`config.mk`:
```
export PLATFORM = sky130hd
export DESIGN_NAME = tmr_unit
export DESIGN_NICKNAME = d
export VERILOG_FILES = /design/src/rtl/tmr_chan.sv /design/src/rtl/tmr_unit.sv
export SDC_FILE = /design/constraint.sdc
export NUM_CORES = 1
export LEC_CHECK = 0
export BUFFER_PORTS_ARGS = -buffer_cell sky130_fd_sc_hd__buf_2
export CAP_MARGIN = 20
export CORE_MARGIN = 3
export CORE_UTILIZATION = 50
export CTS_BUF_LIST = sky130_fd_sc_hd__clkbuf_2
export DETAILED_ROUTE_END_ITERATION = 7
export PLACE_DENSITY = 0.68
export SLEW_MARGIN = 10
export SYNTH_ARGS = -nofsm -noshare
export SYNTH_HDL_FRONTEND = slang
export SYNTH_SLANG_ARGS = --single-unit
```
`constraint.sdc`:
```
create_clock -name clk -period 6.1 [get_ports clk]
set_clock_uncertainty 0.2 [all_clocks]
set_input_delay 1.22 -clock clk [delete_from_list [all_inputs] [get_ports clk]]
set_output_delay 1.22 -clock clk [all_outputs]
set_load 0.05 [all_outputs]
```
`src/rtl/tmr_chan.sv`:
```
module tmr_chan #(
  parameter int DW   = 32,
  parameter int CAPT = 0
) (
  input  logic          clk,
  input  logic          rst_n,
  input  logic          run,
  input  logic          wr,
  input  logic [3:0]    off,
  input  logic [DW-1:0] wdata,
  output logic [DW-1:0] rdata,
  output logic          irq
);
  logic [DW-1:0] rl, cnt, cap;
  logic          ie, flag;

  wire wr_rl = wr && off[3:2] == 2'd0;
  wire wr_cn = wr && off[3:2] == 2'd1;
  wire wr_ct = wr && off[3:2] == 2'd2;
  wire wr_cp = wr && off[3:2] == 2'd3 && CAPT != 0;
  wire uf    = run && !wr_cn && cnt == '0;

  always_ff @(posedge clk) begin
    if (!rst_n) begin
      rl   <= '1;
      cnt  <= '1;
      cap  <= '0;
      ie   <= 1'b0;
      flag <= 1'b0;
    end else begin
      if (wr_rl) rl <= wdata;
      if (wr_cn) cnt <= wdata;
      else if (run) cnt <= uf ? rl : cnt - 1'b1;
      if (wr_ct) ie <= wdata[5];
      if (uf) flag <= 1'b1;
      else if (wr_ct && !wdata[8]) flag <= 1'b0;
      if (wr_cp) cap <= wdata;
    end
  end

  always_comb begin
    rdata = '0;
    case (off[3:2])
      2'd0: rdata = rl;
      2'd1: rdata = cnt;
      2'd2: begin rdata[8] = flag; rdata[5] = ie; end
      default: rdata = (CAPT != 0) ? cap : '0;
    endcase
  end

  assign irq = flag && ie;

  assert_hold_when_stopped_R7: assert property (@(posedge clk) disable iff (!rst_n)
    (!run && !wr_cn) |=> $stable(cnt));
  assert_flag_needs_run_R5: assert property (@(posedge clk) disable iff (!rst_n)
    $rose(flag) |-> $past(run));
endmodule

```
`src/rtl/tmr_unit.sv`:
```
module tmr_unit #(
  parameter int NCH      = 3,
  parameter int HAS_OCTL = 1,
  parameter int AW       = 8,
  parameter int DW       = 32
) (
  input  logic           clk,
  input  logic           rst_n,
  input  logic           wr_en,
  input  logic           rd_en,
  input  logic [AW-1:0]  addr,
  input  logic [DW-1:0]  wdata,
  output logic [DW-1:0]  rdata,
  output logic           err,
  output logic           out_ctl,
  output logic [NCH-1:0] irq
);
  logic [NCH-1:0] start_q;
  logic           octl_q;
  logic           err_q;
  logic [NCH-1:0] hit;
  logic [DW-1:0]  ch_rd [NCH];

  wire sel_oc = (HAS_OCTL != 0) && addr < AW'(4);
  wire sel_st = addr >= AW'(4) && addr < AW'(8);
  wire st_err = sel_st && wr_en && (NCH < 3) && wdata[2];
  wire bad    = !(sel_oc || sel_st || (|hit)) || st_err;

  for (genvar i = 0; i < NCH; i++) begin : g_ch
    localparam int BASE = (i == 0) ? 8 : ((i == 1) ? 20 : 32);
    localparam int NW   = (i == 2) ? 4 : 3;
    logic [AW-1:0] rel;
    assign hit[i] = addr >= AW'(BASE) && addr < AW'(BASE + 4 * NW);
    assign rel    = addr - AW'(BASE);
    tmr_chan #(.DW(DW), .CAPT(i == 2 ? 1 : 0)) u_ch (
      .clk   (clk),
      .rst_n (rst_n),
      .run   (start_q[i]),
      .wr    (wr_en && hit[i]),
      .off   (rel[3:0]),
      .wdata (wdata),
      .rdata (ch_rd[i]),
      .irq   (irq[i])
    );
  end

  always_ff @(posedge clk) begin
    if (!rst_n) begin
      start_q <= '0;
      octl_q  <= 1'b0;
      err_q   <= 1'b0;
    end else begin
      err_q <= (wr_en || rd_en) && bad;
      if (wr_en && sel_oc) octl_q <= wdata[0];
      if (wr_en && sel_st && !st_err) start_q <= wdata[NCH-1:0];
    end
  end

  always_comb begin
    rdata = '0;
    if (sel_oc) rdata[0] = octl_q;
    else if (sel_st) rdata[NCH-1:0] = start_q;
    for (int i = 0; i < NCH; i++)
      if (hit[i]) rdata = ch_rd[i];
  end

  assign err     = err_q;
  assign out_ctl = octl_q;

  assert_err_after_access_R9: assert property (@(posedge clk) disable iff (!rst_n)
    err |-> $past(wr_en || rd_en));
  assert_bad_write_ignored_R9: assert property (@(posedge clk) disable iff (!rst_n)
    (wr_en && bad) |=> $stable(start_q) && $stable(octl_q));
  assert_bad_read_zero_R9: assert property (@(posedge clk) disable iff (!rst_n)
    (rd_en && !wr_en && bad) |-> rdata == '0);
  assert_start_no_err_R8: assert property (@(posedge clk) disable iff (!rst_n)
    (wr_en && sel_st && !st_err) |=> !err);
endmodule

```
* Yosys cells after proc, flatten, opt, wreduce, memory -nomap -nowiden
Cells that the tools add are included.
** Word-level totals
- Bits of input ports :: 44
- Flip-flop bits (word level) :: 235
- Output and inout port bits :: 37
** Operators by class
- Magnitude comparators :: 9
- Reductions and logical operators :: 53
- $add $sub $neg :: 6
- Equal/unequal tests :: 7
- Muxes and demuxes :: 36
** Operators by type and width (count)
- $mux 32 :: 12
- $logic_not 32->1 :: 3
- $sub 32x1->32 const B :: 3
- $pmux 23 s2 :: 2
- $pmux 23 s3 :: 1
- $logic_and 1x1->1 :: 32
- $pmux 5 s2 :: 2
- $pmux 1 s3 :: 6
- $lt 8x6->1 const B :: 2
- $pmux 5 s3 :: 1
- $reduce_bool 2->1 :: 6
- $eq 2x2->1 const B :: 4
- $ge 8x3->1 const B :: 1
- $ge 8x4->1 const B :: 1
- $ge 8x5->1 const B :: 1
- $ge 8x6->1 const B :: 1
- $lt 8x3->1 const B :: 1
- $lt 8x4->1 const B :: 1
- $lt 8x5->1 const B :: 1
- $pmux 2 s2 :: 2
- $mux 1 :: 7
- $eq 2x1->1 const B :: 3
- $logic_not 2->1 :: 3
- $pmux 2 s3 :: 1
- other kinds (8) :: 14

* Logic depth before layout (Yosys ltp)
- Depth after elaboration :: 10
- Mapped depth :: 11
- Depth with buffers taken out :: 8

* By module
Synthesis repeated with hierarchy kept, for this count alone.
** Unflattened totals
- Cell total of the unflattened synthesis :: 1886
- Area, all modules :: 14406.3 sq um
** Modules (own cells, without submodules)
- tmr_chan at g_ch[0].u_ch ... :: area an instance 3960.0 sq um, sequential area each 1321.3 sq um, instances 2, cells an instance 521
- tmr_chan at g_ch[2].u_ch :: area an instance 5420.2 sq um, sequential area each 1961.9 sq um, instances 1, cells an instance 715
- tmr_unit :: area an instance 1066.0 sq um, sequential area each 100.1 sq um, instances 1, cells an instance 129

* Worst setup path after synthesis
OpenSTA, ideal clock, no wires.
- Kind :: input to output
- Start point :: in addr[3]
- End point :: out rdata[11]
- Required time :: 4.680 ns
- Arrival :: 3.459 ns
- Path slack :: 1.221 ns
- Cell stages on the path :: 9
- Cells stage by stage :: inv_1 -> ha_1 -> nor3b_1 -> nand2b_1 -> nand4_1 -> clkbuf_1 -> o22ai_1 -> nor2_1 -> a21oi_1
** On the way
- Longest elaborated chain between the ends :: 6
- Elaborated cells on any way between the ends :: 25
** RTL lines
- start, declared :: line tmr_unit.sv:11 : input logic [AW-1:0] addr,
- $sub 4x4->4 :: line tmr_unit.sv:34 : assign rel = addr - AW'(BASE);
- $eq 2x1->1 / $logic_not 2->1 (equally long branches) :: line tmr_chan.sv:43 : case (off[3:2])
- $pmux 23 s2 :: line tmr_chan.sv:43
- $mux 32 (2 in a row) :: line tmr_unit.sv:64 : if (hit[i]) rdata = ch_rd[i];
- $mux 32 * :: line tmr_unit.sv:64
- end, declared :: line tmr_unit.sv:13 : output logic [DW-1:0] rdata,
Mark *: on every way between the ends. The rest lies on a longest branch, timed or not.

* Worst setup path in the final report
- Start point :: in addr[3]
- End point :: out rdata[25]
Same word-level chain as after synthesis.

==> results.md <==
* Status: complete, no violations
* Filler cells at 2535
* CP Cell Sequence: buf_2 > inv_1 > ha_2 > nor3b_1 > nand2b_1 > nand4_1 > buf_4 > o22ai_1 > nor2_1 > a21oi_1 > buf_2
* Worst hold path class: register to register
* Vias per cell at 6.48
* Vias in the first global route at 13100
* Post-Syn Instances at 1807
* Total negative slack at 0 ps
* Largest net degree at the start of global routing at 110
* Die Y at 171 um
* Leakage at 5.68 nW
* Dpl ws at 396 ps
* DRC Markers at 0
* Clk sink count at 235
* Pins Over Slew Limit at 0
* Synth area leader: dfxtp_1
* Hold path startpoint: g_ch[2].u_ch.cap[2]
* Chip width at 171 um
* Drt first pass iters at 6
* Slew @ Worst Pin at 1110 ps
* Clock share of power at 0.377
* Average wire per standard cell at 21.8 um
* Port bufs at 80
* Top cells by area, synth: dfxtp_1 (35%), nand2_1 (8.9%), nand3_1 (5.5%), clkbuf_1 (4.1%), nor3b_1 (3.6%)
* First-pass GRT wire length at 74.7 mm
* Total GRT Usage at 0.323
* P per Cell Area at 209 nW/um2
* Overall power at 0.00307 W
* Post-cts hold buffer count at 0
* Post-synth EDFFs at 0
* TritonCTS clock tree: built
* Area growth syn-to-layout at 8.13%
* Net count after synthesis at 1861
* RSZ-0062 raised after global routing: no
* Switching power at 0.000951 W
* Cell Area, Synth at 13600 um2
* CP Capture Type: primary output
* Share of layout cells above drive strength 1 at 0.132
* CTS-repair resized insts at 0
* Initial Util at 0.515
* Most frequent cell after synthesis: nand2_1
* Min Hold Slack at 258 ps
* Routed vias at 14300
* Cell mode on critical path: buf_2
* Final Hold Fails at 0
* CP max stage delay at 880 ps
* Reg power frac at 0.510
* Worst setup margin at 350 ps
* Synth cell types at 72
* Final Cell Area at 14700 um2
* Placed Area at 14100 um2
* Final setup viols at 0
* Crit path max fanout at 17
* Fmax at 0.174 GHz
* Total gr overflow at 0
* Combinational power share at 0.113
* I/O pins at 81
* H-tree levels at 3
* Root Buffer: clkbuf_2
* Area of the die at 29200 um2
* Initial antenna violation count at 2
* CTS Buf Count at 66
* Register area share after synthesis at 0.346
* NumNets Final at 1881
* Max Buffers Root-to-Sink at 3
* CP startpoint kind: input port
* Worst r2r path cells at 6
* Yosys warns at 0
* Peak supply drop at 0.129 mV
* Hold depth at 2
* Worst reg2reg path endpoint: g_ch[2].u_ch.cnt[5]
* Total routed wirelength at 48.1 mm
* Ys async rst share at 0
* Synth cell count leaders: nand2_1 (321), dfxtp_1 (235), nand3_1 (150)
* Sw Share at 0.310
* CP required at 4680 ps
* Tmin final at 5750 ps
* Internal at 0.00212 W
* Core area at 26400 um2
* Worst hold endpoint: g_ch[2].u_ch.cap[2]
* Post-CTS setup repair buffer count at 0
* Starting DRT DRC Count at 1681
* Clk slew on worst S/H paths at 100 ps
* R2R setup slack at 2330 ps
* Syn Area/Cell at 7.51 um2
* Routability congestion estimate at 0.963
* R2R Path Start: g_ch[2].u_ch.cnt[24]
* WP data arrival at 4330 ps
* FP Rows at 59
* Ys flop type: dfxtp_1
* DRT antenna net count at 0
* Synth top area share at 0.346
* Slowest CP cell: nand4_1
* Detailed placement HPWL at 31.5 mm
* Worst-Skew Late Latency at 850 ps
* WS Path Type: input port to primary output
* Worst slew margin at 0.256
* MaxCap Viol Count at 0
* Period utilization at 0.943
* Synth Register Bits at 235
[registers in the layout, indices dropped and copies added, names as in the netlist]
signal	count
g_ch.u_ch.cnt	96
start_q	3
g_ch.u_ch.flag	3
out_ctl	1
err	1
g_ch.u_ch.cap	32
g_ch.u_ch.ie	3
g_ch.u_ch.rl	96
[per-layer routing]
layer	share of wire	routed length [um]	global-route usage	up-vias
li1	-	-	-	6662
met1	0.43	20700	0.446	6744
met2	0.43	20500	0.475	734
met3	0.075	3590	0.0494	147
met4	0.066	3180	0.200	2
met5	0.00023	11	0	-
[how the worst max path moves through the flow]
stage,startpoint,endpoint,slack (ps),cells after the start
6_report,addr[3],rdata[25],350,11
5_1_grt,addr[3],rdata[27],190,11
4_1_cts,addr[3],rdata[25],390,11
3_5_place_dp,addr[3],rdata[25],400,11
3_3_place_gp,addr[3],rdata[20],440,11
2_1_floorplan,addr[3],rdata[11],1220,9
[layout make-up]
type / count / area (um2) / area share
clock buffer: 100 / 500 / 0.0341
tap: 335 / 419 / 0.0285
antenna: 1 / 2.50 / 0.000170
multi-input combinational: 1380 / 8170 / 0.556
sequential: 235 / 4700 / 0.320
clock inverter: 10 / 67.6 / 0.00460
timing repair buffer: 116 / 714 / 0.0487
inverter: 28 / 105 / 0.00716
[power groups by stage]
stage                     sequential (W)  combinational [W]  clock [W]
after floorplan                  0.00160           0.000204          0
after global placement           0.00160           0.000337          0
after detailed placement         0.00160           0.000339          0
after CTS                        0.00156           0.000340    0.00118
after global routing             0.00157           0.000366    0.00125
final                            0.00156           0.000348    0.00116
[worst max-delay path, delay by kind of cell]
kind                     cells  cell delay (ps)
buffers and inverters        4             1090
adder cells (fa/ha/maj)      1              200
AND/OR/NAND/NOR              4             1450
AO/OA/AOI/OAI                2              370
[layout by cell type, fill, tap and decap left out, drive strengths merged, types with 54 or more instances in the layout]
cell | synthesis | layout
a21oi | 95 | 95
nor2 | 100 | 100
a22oi | 54 | 54
clkbuf | 147 | 100
nor3b | 66 | 66
nand3 | 150 | 150
o21ai | 83 | 83
dfxtp | 235 | 235
nand2 | 321 | 321
buf | 17 | 116
[metrics by stage]
stage	instances	utilization
2_1_floorplan	1807	-
3_3_place_gp	2091	0.533
3_5_place_dp	2093	0.534
4_1_cts	2203	0.556
5_1_grt	2205	0.557
6_report	2205	0.557
[kinds of logic after synthesis]
group,count (synthesis),synth area share
multiplexers,19,0.0148
buffers and inverters,192,0.0541
adder cells (fa/ha/maj),10,0.00921
flip-flops,235,0.346
XOR/XNOR,64,0.0413
AND/OR/NAND/NOR,805,0.289
AO/OA/AOI/OAI,482,0.246
(Power assumes the default switching activity.)
